`src/rtl/snake_pkg.sv`:
```
package snake_pkg;
  typedef enum logic [2:0] {
    DIR_IDLE  = 3'd0,
    DIR_DOWN  = 3'd1,
    DIR_UP    = 3'd2,
    DIR_RIGHT = 3'd3,
    DIR_LEFT  = 3'd4
  } dir_e;
endpackage

```
`src/rtl/snake_tick_gen.sv`:
```
module snake_tick_gen #(
  parameter int CW  = 10,
  parameter int ROW = 481,
  parameter int COL = 0
) (
  input  logic          clk,
  input  logic          rst,
  input  logic [CW-1:0] px,
  input  logic [CW-1:0] py,
  output logic          tick
);
  localparam logic [CW-1:0] ROW_C = CW'(ROW);
  localparam logic [CW-1:0] COL_C = CW'(COL);

  always_ff @(posedge clk) begin
    if (rst) tick <= 1'b0;
    else     tick <= (py == ROW_C) && (px == COL_C);
  end
endmodule

```
`src/rtl/snake_head_ctrl.sv`:
```
module snake_head_ctrl
  import snake_pkg::*;
#(
  parameter int CW      = 10,
  parameter int SIZE    = 10,
  parameter int STEP    = 10,
  parameter int MAX_X   = 640,
  parameter int MAX_Y   = 480,
  parameter int WALL_T  = 8,
  parameter int START_X = 311,
  parameter int START_Y = 231
) (
  input  logic          clk,
  input  logic          rst,
  input  logic          tick,
  input  logic [3:0]    btn,
  output logic [CW-1:0] head_x,
  output logic [CW-1:0] head_y,
  output dir_e          dir,
  output logic          game_over,
  output logic          crash,
  output logic          advance
);
  localparam logic [CW-1:0] STEP_C = CW'(STEP);
  localparam logic [CW-1:0] SX_C   = CW'(START_X);
  localparam logic [CW-1:0] SY_C   = CW'(START_Y);

  logic          overlap;
  dir_e          req, dir_n;
  logic          rev;
  logic [CW-1:0] nx, ny;

  always_comb begin
    int x0, y0;
    logic can_dn, can_up, can_rt, can_lf;
    x0 = int'(head_x);
    y0 = int'(head_y);
    overlap = (x0 <= WALL_T - 1) || (x0 + SIZE - 1 >= MAX_X - WALL_T) ||
              (y0 <= WALL_T - 1) || (y0 + SIZE - 1 >= MAX_Y - WALL_T);
    can_dn = (y0 + SIZE - 1) < (MAX_Y - 1 - SIZE);
    can_up = y0 > SIZE;
    can_rt = (x0 + SIZE - 1) < (MAX_X - 1 - SIZE);
    can_lf = x0 > SIZE;
    if      (btn[0] && can_dn) req = DIR_DOWN;
    else if (btn[1] && can_up) req = DIR_UP;
    else if (btn[2] && can_rt) req = DIR_RIGHT;
    else if (btn[3] && can_lf) req = DIR_LEFT;
    else                       req = DIR_IDLE;
    rev = (req == DIR_DOWN  && dir == DIR_UP)    ||
          (req == DIR_UP    && dir == DIR_DOWN)  ||
          (req == DIR_RIGHT && dir == DIR_LEFT)  ||
          (req == DIR_LEFT  && dir == DIR_RIGHT);
    dir_n = (req != DIR_IDLE && !rev) ? req : dir;
    nx = head_x;
    ny = head_y;
    case (dir_n)
      DIR_DOWN:  ny = head_y + STEP_C;
      DIR_UP:    ny = head_y - STEP_C;
      DIR_RIGHT: nx = head_x + STEP_C;
      DIR_LEFT:  nx = head_x - STEP_C;
      default: ;
    endcase
  end

  assign crash   = tick && overlap;
  assign advance = tick && !overlap;

  always_ff @(posedge clk) begin
    if (rst) begin
      head_x    <= SX_C;
      head_y    <= SY_C;
      dir       <= DIR_IDLE;
      game_over <= 1'b0;
    end else if (crash) begin
      head_x    <= SX_C;
      head_y    <= SY_C;
      dir       <= DIR_IDLE;
      game_over <= 1'b1;
    end else if (advance) begin
      head_x    <= nx;
      head_y    <= ny;
      dir       <= dir_n;
      game_over <= 1'b0;
    end
  end
endmodule

```
`src/rtl/snake_tail_array.sv`:
```
module snake_tail_array #(
  parameter int CW      = 10,
  parameter int SLOTS   = 16,
  parameter int START_X = 311,
  parameter int START_Y = 231
) (
  input  logic                      clk,
  input  logic                      rst,
  input  logic                      advance,
  input  logic                      crash,
  input  logic                      grow,
  input  logic [CW-1:0]             head_x,
  input  logic [CW-1:0]             head_y,
  output logic [SLOTS-1:0][CW-1:0]  seg_x,
  output logic [SLOTS-1:0][CW-1:0]  seg_y,
  output logic [SLOTS-1:0]          active
);
  localparam logic [CW-1:0] SX_C = CW'(START_X);
  localparam logic [CW-1:0] SY_C = CW'(START_Y);

  logic pending;
  logic want;
  assign want = pending || grow;

  always_ff @(posedge clk) begin
    if (rst || crash)  pending <= 1'b0;
    else if (advance)  pending <= 1'b0;
    else if (grow)     pending <= 1'b1;
  end

  // visible flags fill from slot 0 upward as a thermometer code
  always_ff @(posedge clk) begin
    if (rst || crash)
      active <= '0;
    else if (advance && want && !active[SLOTS-1])
      active <= {active[SLOTS-2:0], 1'b1};
  end

  generate
    for (genvar g = 0; g < SLOTS; g++) begin : g_slot
      logic [CW-1:0] src_x, src_y;
      if (g == 0) begin : g_first
        assign src_x = head_x;
        assign src_y = head_y;
      end else begin : g_rest
        assign src_x = seg_x[g-1];
        assign src_y = seg_y[g-1];
      end
      always_ff @(posedge clk) begin
        if (rst || crash) begin
          seg_x[g] <= SX_C;
          seg_y[g] <= SY_C;
        end else if (advance) begin
          seg_x[g] <= src_x;
          seg_y[g] <= src_y;
        end
      end
    end
  endgenerate
endmodule

```
`src/rtl/snake_pixel_hit.sv`:
```
module snake_pixel_hit #(
  parameter int          CW        = 10,
  parameter int          SIZE      = 10,
  parameter int          SLOTS     = 16,
  parameter int          MAX_X     = 640,
  parameter int          MAX_Y     = 480,
  parameter int          WALL_T    = 8,
  parameter logic [2:0]  SNAKE_RGB = 3'b010
) (
  input  logic                     clk,
  input  logic                     rst,
  input  logic [CW-1:0]            px,
  input  logic [CW-1:0]            py,
  input  logic [CW-1:0]            head_x,
  input  logic [CW-1:0]            head_y,
  input  logic [SLOTS-1:0][CW-1:0] seg_x,
  input  logic [SLOTS-1:0][CW-1:0] seg_y,
  input  logic [SLOTS-1:0]         active,
  output logic                     snake_pix,
  output logic                     wall_pix,
  output logic [2:0]               rgb
);
  localparam int EW = CW + 1;
  localparam logic [2:0] WALL_RGB = 3'b001;

  function automatic logic in_square(input logic [CW-1:0] l, input logic [CW-1:0] t,
                                     input logic [CW-1:0] x, input logic [CW-1:0] y);
    logic [EW-1:0] r, b;
    r = {1'b0, l} + EW'(SIZE - 1);
    b = {1'b0, t} + EW'(SIZE - 1);
    return ({1'b0, x} >= {1'b0, l}) && ({1'b0, x} <= r) &&
           ({1'b0, y} >= {1'b0, t}) && ({1'b0, y} <= b);
  endfunction

  logic [SLOTS-1:0] seg_hit;
  logic             head_hit, body_hit, wall_hit;

  generate
    for (genvar g = 0; g < SLOTS; g++) begin : g_hit
      assign seg_hit[g] = active[g] && in_square(seg_x[g], seg_y[g], px, py);
    end
  endgenerate

  assign head_hit = in_square(head_x, head_y, px, py);
  assign body_hit = head_hit || (|seg_hit);
  assign wall_hit = (int'(px) < WALL_T) || (int'(px) >= MAX_X - WALL_T) ||
                    (int'(py) < WALL_T) || (int'(py) >= MAX_Y - WALL_T);

  always_ff @(posedge clk) begin
    if (rst) begin
      snake_pix <= 1'b0;
      wall_pix  <= 1'b0;
      rgb       <= 3'b000;
    end else begin
      snake_pix <= body_hit;
      wall_pix  <= wall_hit;
      rgb       <= body_hit ? SNAKE_RGB : (wall_hit ? WALL_RGB : 3'b000);
    end
  end
endmodule

```
`src/rtl/snake_body_queue.sv`:
```
module snake_body_queue
  import snake_pkg::*;
#(
  parameter int         CW        = 10,
  parameter int         SLOTS     = 16,
  parameter int         SIZE      = 10,
  parameter int         STEP      = 10,
  parameter int         MAX_X     = 640,
  parameter int         MAX_Y     = 480,
  parameter int         WALL_T    = 8,
  parameter int         START_X   = 311,
  parameter int         START_Y   = 231,
  parameter int         TICK_ROW  = 481,
  parameter int         TICK_COL  = 0,
  parameter logic [2:0] SNAKE_RGB = 3'b010
) (
  input  logic          clk,
  input  logic          rst,
  input  logic [3:0]    btn,
  input  logic          grow,
  input  logic [CW-1:0] px,
  input  logic [CW-1:0] py,
  output logic          snake_pix,
  output logic          wall_pix,
  output logic [2:0]    rgb,
  output logic          game_over
);
  logic                     tick, crash, advance;
  logic [CW-1:0]            head_x, head_y;
  dir_e                     dir;
  logic [SLOTS-1:0][CW-1:0] seg_x, seg_y;
  logic [SLOTS-1:0]         active;

  snake_tick_gen #(.CW(CW), .ROW(TICK_ROW), .COL(TICK_COL)) u_tick (
    .clk(clk), .rst(rst), .px(px), .py(py), .tick(tick)
  );

  snake_head_ctrl #(
    .CW(CW), .SIZE(SIZE), .STEP(STEP), .MAX_X(MAX_X), .MAX_Y(MAX_Y),
    .WALL_T(WALL_T), .START_X(START_X), .START_Y(START_Y)
  ) u_head (
    .clk(clk), .rst(rst), .tick(tick), .btn(btn),
    .head_x(head_x), .head_y(head_y), .dir(dir),
    .game_over(game_over), .crash(crash), .advance(advance)
  );

  snake_tail_array #(
    .CW(CW), .SLOTS(SLOTS), .START_X(START_X), .START_Y(START_Y)
  ) u_tail (
    .clk(clk), .rst(rst), .advance(advance), .crash(crash), .grow(grow),
    .head_x(head_x), .head_y(head_y),
    .seg_x(seg_x), .seg_y(seg_y), .active(active)
  );

  snake_pixel_hit #(
    .CW(CW), .SIZE(SIZE), .SLOTS(SLOTS), .MAX_X(MAX_X), .MAX_Y(MAX_Y),
    .WALL_T(WALL_T), .SNAKE_RGB(SNAKE_RGB)
  ) u_hit (
    .clk(clk), .rst(rst), .px(px), .py(py),
    .head_x(head_x), .head_y(head_y),
    .seg_x(seg_x), .seg_y(seg_y), .active(active),
    .snake_pix(snake_pix), .wall_pix(wall_pix), .rgb(rgb)
  );
endmodule

```
`config.mk`:
```
export PLATFORM = sky130hd
export DESIGN_NAME = snake_body_queue
export DESIGN_NICKNAME = d
export VERILOG_FILES = /design/src/rtl/snake_pkg.sv /design/src/rtl/snake_tick_gen.sv /design/src/rtl/snake_head_ctrl.sv /design/src/rtl/snake_tail_array.sv /design/src/rtl/snake_pixel_hit.sv /design/src/rtl/snake_body_queue.sv
export SDC_FILE = /design/constraint.sdc
export NUM_CORES = 1
export LEC_CHECK = 0
export ABC_AREA = 0
export BUFFER_PORTS_ARGS = -buffer_cell sky130_fd_sc_hd__buf_4
export CAP_MARGIN = 20
export CORE_MARGIN = 5
export CORE_UTILIZATION = 60
export CTS_CLUSTER_DIAMETER = 80
export CTS_CLUSTER_SIZE = 16
export DETAILED_ROUTE_END_ITERATION = 10
export PLACE_DENSITY = 0.78
export SETUP_SLACK_MARGIN = 0.5
export SYNTH_ARGS = -nofsm -noshare
export SYNTH_HDL_FRONTEND = slang
export SYNTH_HIERARCHICAL = 1
export SYNTH_SLANG_ARGS = --single-unit
```
`constraint.sdc`:
```
create_clock -name clk -period 4.3 [get_ports clk]
set_input_delay 0.645 -clock clk [delete_from_list [all_inputs] [get_ports clk]]
set_output_delay 0.645 -clock clk [all_outputs]
set_load 0.01 [all_outputs]
```
# After elaboration in Yosys (flattened, before gate mapping)
# Cells that the tools add are included.
totals:
  output_inout_bits: 6
  ff_bits: 367
  input_bits: 27
  wordCells: 296
classes:
  reduce_logical: 107
  mux: 11
  n_eq_ne: 13
  order_cmp: 80
  n_addsub: 42
ops:
  columns: ["operator", "n"]
  rows:
  - ["$add 10x4->11 const B", 36]
  - ["$le 10x11->1", 34]
  - ["$ge 10x10->1", 34]
  - ["$logic_and 1x1->1", 81]
  - ["$sub 32x2->32 const B", 2]
  - ["$pmux 10 s2", 2]
  - ["$ge 32x10->1 const B", 1]
  - ["$ge 32x11->1 const B", 1]
  - ["$lt 32x10->1 const B", 1]
  - ["$lt 32x11->1 const B", 1]
  - ["$add 10x4->10 const B", 2]
  - ["$gt 10x4->1 const B", 2]
  - ["$le 10x3->1 const B", 2]
  - ["$lt 10x4->1 const B", 2]
  - ["$sub 10x4->10 const B", 2]
  - ["$eq 3x2->1 const B", 6]
  - ["$reduce_or 16->1", 1]
  - ["$mux 3", 5]
  - ["$logic_or 1x1->1", 12]
  - ["$eq 10x9->1 const B", 1]
  - ["$ge 10x10->1 const B", 1]
  - ["$ge 10x9->1 const B", 1]
  - ["$logic_not 10->1", 1]
  - ["$eq 3x1->1 const B", 3]
  - ["other kinds (8)", 19]

# Depth between registers and ports, before layout
logic_depth:
  ltp_word: 18
  mapped_depth: 15
  depth_no_buf: 14

# Modules after synthesis
# The synthesis kept the hierarchy.
modules_own_cells:
  columns: ["mod", "n_inst", "area_each_um2", "cells_each", "seq_area_each_um2"]
  rows:
  - ["snake_pixel_hit", 1, 20462.1, 2673, 60.1]
  - ["snake_tail_array", 1, 11835.1, 1089, 6746.5]
  - ["snake_head_ctrl", 1, 1980.6, 253, 440.4]
  - ["snake_tick_gen", 1, 81.3, 9, 20.0]

# Least setup slack after synthesis
# No wires, ideal clock.
synth_path:
  path_type: "register to register"
  startpoint: "register u_head.head_x[2]"
  endpoint: "register u_head.head_y[4]"
  period_less_slack_ns: 3.418
  path_buffers: 2
  stages_incl_launch_ff: 14
  path_slack_ns: 0.882
  t_arrival_ns: 3.347
  cell_sequence: "dfxtp_1 -> ha_1 -> buf_2 -> nand4_1 -> o211a_1 -> a311oi_2 -> o311ai_2 -> o31a_1 -> o31a_2 -> xnor2_1 -> or2_1 -> buf_2 -> or3_1 -> a21oi_1"
synth_between:
  elab_chain_cells: 18
  word_cells_on_any_way: 39
synth_rtl:
  columns: ["element", "line_no", "source"]
  rows:
  - ["start: declaration", "snake_head_ctrl.sv:17", "output logic [CW-1:0] head_x,"]
  - ["start signal: assignment", "snake_head_ctrl.sv:80", "head_x <= nx;"]
  - ["$add 10x4->11", "snake_head_ctrl.sv:38, snake_head_ctrl.sv:42", null]
  - ["$sub 32x2->32", "snake_head_ctrl.sv:38, snake_head_ctrl.sv:42", null]
  - ["$lt 32x11->1", "snake_head_ctrl.sv:42", "can_rt = (x0 + SIZE - 1) < (MAX_X - 1 - SIZE);"]
  - ["$logic_and 1x1->1", "snake_head_ctrl.sv:46", "else if (btn[2] && can_rt) req = DIR_RIGHT;"]
  - ["$mux 3", "snake_head_ctrl.sv:46", null]
  - ["$mux 3", "snake_head_ctrl.sv:45", "else if (btn[1] && can_up) req = DIR_UP;"]
  - ["$mux 3", "snake_head_ctrl.sv:44", "if (btn[0] && can_dn) req = DIR_DOWN;"]
  - ["$eq 3x1->1 or $eq 3x2->1 (tied branches)", "snake_head_ctrl.sv:49, snake_head_ctrl.sv:50", null]
  - ["(+2 left out)", null, null]
  - ["$logic_or 1x1->1", "snake_head_ctrl.sv:50", "(req == DIR_UP && dir == DIR_DOWN) ||"]
  - ["$logic_or 1x1->1", "snake_head_ctrl.sv:51", "(req == DIR_RIGHT && dir == DIR_LEFT) ||"]
  - ["$logic_not 1->1", "snake_head_ctrl.sv:53", "dir_n = (req != DIR_IDLE && !rev) ? req : dir;"]
  - ["$logic_and 1x1->1", "snake_head_ctrl.sv:53", null]
  - ["$mux 3", "snake_head_ctrl.sv:53", null]
  - ["$eq 3x1->1 or $eq 3x2->1 (tied branches)", "snake_head_ctrl.sv:56", "case (dir_n)"]
  - ["$reduce_bool 2->1 (no line)", null, null]
  - ["$reduce_and 2->1 (no line)", null, null]
  - ["end signal: assignment", "snake_head_ctrl.sv:81", "head_y <= ny;"]
  - ["end: declaration", "snake_head_ctrl.sv:18", "output logic [CW-1:0] head_y,"]
# Parallel ways exist; a longest one is shown, timed or not.
# A chain may end at the register's enable or synchronous reset.

# Worst setup path in the final report
layout_path:
  startpoint: "register u_tail.seg_x, in the netlist u_tail/g_slot[2].src_x[0]"
  endpoint: "register u_hit.rgb[0]"
layout_between:
  elab_chain_cells: 9
  word_cells_on_any_way: 10
layout_rtl:
  columns: ["element", "line_no", "source"]
  rows:
  - ["start: declaration", "snake_tail_array.sv:14", "output logic [SLOTS-1:0][CW-1:0] seg_x,"]
  - ["start signal: indexed assignment", "snake_tail_array.sv:54", "seg_x[g] <= src_x;"]
  - ["$add 10x4->11", "snake_pixel_hit.sv:29", "r = {1'b0, l} + EW'(SIZE - 1);"]
  - ["$le 10x11->1", "snake_pixel_hit.sv:31", "return ({1'b0, x} >= {1'b0, l}) && ({1'b0, x} <= r) &&"]
  - ["$logic_and 1x1->1 * (2 in series)", "snake_pixel_hit.sv:31", null]
  - ["$logic_and 1x1->1 *", "snake_pixel_hit.sv:32", "({1'b0, y} >= {1'b0, t}) && ({1'b0, y} <= b);"]
  - ["$logic_and 1x1->1 *", "snake_pixel_hit.sv:40", "assign seg_hit[g] = active[g] && in_square(seg_x[g], seg_y[g], px, py);"]
  - ["$reduce_or 16->1 *", "snake_pixel_hit.sv:45", "assign body_hit = head_hit || (|seg_hit);"]
  - ["$logic_or 1x1->1 *", "snake_pixel_hit.sv:45", null]
  - ["$reduce_or 2->1 (no line) *", null, null]
  - ["end signal: assignment", "snake_pixel_hit.sv:57", "rgb <= body_hit ? SNAKE_RGB : (wall_hit ? WALL_RGB : 3'b000);"]
  - ["end: declaration", "snake_pixel_hit.sv:21", "output logic [2:0] rgb"]
# Every way passes the cells marked *; elsewhere a longest branch is shown, timed or not.

==> impl_results.md <==
- Status: finished clean
- Startpoint Class: flip-flop
- Routed WL: ~90 mm
- Via count: 29510
- Synth Cell Area: around 34000 sq um
- Synth warn: 6
- Unrepaired setup endpoints after global routing: false
- Tmin final: 3.622 ns
- Initial antenna violation count: 1
- Top-Level Pins: 33
- Post-synthesis sequential area ratio: 21.15%
- Final HPWL DP: 64.20 mm
- Synth area leaders: ha_1, dfxtp_1, mux2i_1, xnor2_1, inv_1
- Layout cells sized above 1: 3.957%
- Slew HR: 38.54%
- Port Buffer Count: 31
- Setup ws final: 0.6779 ns
- Total gr overflow: 0
- Row cnt: 87
- Drt wl/cell: 18.84 um
- Max Fclk: between 200 and 300 MHz
- First-pass GRT wire length: 147.1 mm
- Area Overhead vs Synth: 6.223%
- Clock skew: 0.02539 ns
- TNS Setup: 0 ns
- Hold Path Stages: 2
- Max Cap Viol: 0
- Dpl ws: around 0.48 ns
- Commonest non-fill, non-tap cell in the layout: ha_1
- Number of global-route vias before repair: between 20000 and 30000
- R2R depth: 15
- CTS Sinks: 363
- Gr usage total: approximately 28%
- DRT iter0 DRCs: between 2000 and 2500
- Cts hold-fix bufs: 0
- Number of CTS-inserted buffers: 30
- Post-route clock period utilization: 84.24%
- Synthesis-stage register bit count: approximately 360
- DR DRC count: 0
- Core area: 56600 sq um
- Most frequent cells in the layout: ha_1, inv_1, dfxtp_1
- Critical path arrival: 4.11 ns
- Die area: 62150 sq um
- # setup viols final: 0
- Die Span Y: 249.3 um
- Top cell type's share of synthesized area: 26.15%
- CTS tree: done
- Crit path capture type: flip-flop
- Ys flop type: dfxtp_1
- Crit Path Class: reg2reg
- CTS H-tree lvls: 1
- Area leader, netlist: ha_1
- Fillers: 4784
- Detail Route Antenna Nets: 0
- WHS: 0.3756 ns
- Required @ worst endpoint: roughly 4.8 ns
- Fin nets: 4774
- CTS root buf: clkbuf_16
- Worst-Skew Late Latency: 0.61 ns
- Leakage power: 15.92 nW
- Slew Limit Fails: 0
- Hold crit path type: in2reg
- CTS max path bufs: 3
- Largest net degree at the start of global routing: between 100 and 150
- Worst vdd ir: 0.0003154 V
- DR pass1 iterations: 5
- Worst-path clk slew: 0.08 ns
- Post-synth ARST share: 0%
- Crit-path max FO: 5
- Post-synth EDFFs: 0
- Syn Area/Cell: 8.539 sq um
- Final Hold Vio Count: 0
- Worst Max-Slew Pin Slew: 0.9185 ns
- Power Total: 7.472 mW
- Via density: between 6 and 7
- Yosys cell types: 90
- # diodes: 0
- GPL Wtd Cong: 0.8942
- Mapped Cells: 4024
- Power per Cell Area: 204.7 nW/um^2
- Initial Utilization: 60.70%
- Chip width: roughly 250 um
synth_stat cells, drive strengths merged, types with 4 or more instances:
| cell type | instances |
|---|---|
| ha | 718 |
| inv | 416 |
| dfxtp | 363 |
| mux2i | 337 |
| nand2 | 315 |
| xnor2 | 287 |
| nor2 | 225 |
| a21oi | 207 |
| o21ai | 156 |
| nor3 | 130 |
| nand3 | 116 |
| nand4 | 86 |
| buf | 74 |
| o21a | 69 |
| a21o | 66 |
| a211oi | 61 |
| o211ai | 37 |
| nor4 | 33 |
| nor2b | 31 |
| o2111ai | 23 |
| clkbuf | 21 |
| a2111oi | 20 |
| a31oi | 18 |
| nand2b | 17 |
| a211o | 16 |
| or4 | 15 |
| nand3b | 14 |
| a221oi | 13 |
| a21boi | 11 |
| and3 | 9 |
| or3 | 9 |
| o31ai | 8 |
| and2 | 7 |
| a22o | 6 |
| a31o | 6 |
| and4 | 6 |
| o2111a | 6 |
| o221ai | 6 |
| o211a | 5 |
| or2 | 5 |
| a311oi | 4 |
| nor4bb | 4 |
| o311ai | 4 |
| xor2 | 4 |
final cells by class:
class / instances / area (sq um) / share of cell area, %
clock inverter: 13 / 236.5 / 0.6479
sequential: 363 / 7273 / 19.93
multi-input combinational: 3151 / 25070 / 68.70
inverter: 416 / 1562 / 4.278
clock buffer: 33 / 803.3 / 2.201
timing repair buffer: 67 / 603.1 / 1.652
tap: 756 / 945.9 / 2.592
per-stage QoR:
step / utilization [%] / cells / cell area [sq um]
final: 64.48 / 4799 / 36500
after global routing: 64.48 / 4799 / 36500
after floorplan: - / 4025 / 34360
after CTS: 64.32 / 4797 / 36410
after detailed placement: 62.47 / 4751 / 35360
after global placement: 62.47 / 4751 / 35360
where the power goes:
part	switching, mW	internal, mW	leakage, nW	total [mW]
Combinational	0.661	0.397	12.5	1.06
Sequential	0.00272	3.36	2.93	3.36
Clock	1.35	1.70	0.509	3.05
state kept, by name (all words and copies together) (netlist names):
name,flops
u_hit/rgb,1
u_tail/g_slot.src_y,150
u_tail/pending,1
u_tail/active,16
u_tail/seg_y,10
u_head/head_x,9
u_tick/tick,1
u_head/game_over,1
u_hit/wall_pix,1
u_tail/g_slot.src_x,150
u_tail/seg_x,10
u_hit/snake_pix,1
u_head/head_y,9
u_head/dir,3
cells by family (layout without fill, tap and decap cells):
group | after synthesis | in the layout | share of synthesized area [%]
and+or+nand+nor | 1031 | 1031 | 14.26
AOI/OAI and AO/OA | 771 | 771 | 15.01
adders and majority gates | 718 | 718 | 26.15
buffers and inverters | 511 | 529 | 6.172
DFF | 363 | 363 | 21.15
muxes | 337 | 337 | 9.818
xor gates and xnor gates | 291 | 291 | 7.418
other | 2 | 3 | 0.02186
worst max-delay path: stages, from the launching register on:
cell      delay [ns]
dfxtp_1         0.43
ha_1            0.22
a21oi_1         0.12
nor3_2          0.24
nand3_1         0.13
xnor2_1         0.18
ha_1            0.27
a21o_1          0.18
a21oi_1         0.19
o21ai_0         0.11
o311ai_0        0.43
buf_4           0.22
and4_1          0.32
a311o_1         0.21
nor4_4          0.06
and3_1          0.19
per-layer routing:
layer | global-route usage (%) | routed length (um) | vias up
met2 | 48.22 | 42450 | 812
met4 | 8.812 | 3070 | 2
met1 | 36.37 | 40620 | 14020
met5 | 0 | 13 | -
met3 | 2.568 | 4260 | 190
li1 | - | - | 14490
what timing repair did:
item	4_1_cts	5_1_grt
endpoints found under the hold margin	0	0
setup endpoints to repair	3	64
setup buffers	0	2
pin swaps	1	2
gates resized for setup	1	20
path summary, 6_finish.rpt:
kind	from	to	slack, ns
setup / recovery	u_tail/g_slot[2].src_x[0]	u_hit/rgb[0]	0.68
hold / removal	rst	u_head/dir[1]	0.38
setup reg to reg	u_tail/g_slot[2].src_x[0]	u_hit/rgb[0]	0.68
hold reg to reg	u_tail/active[5]	u_tail/active[5]	0.49
Note: power is estimated with default switching activity, not from simulation.
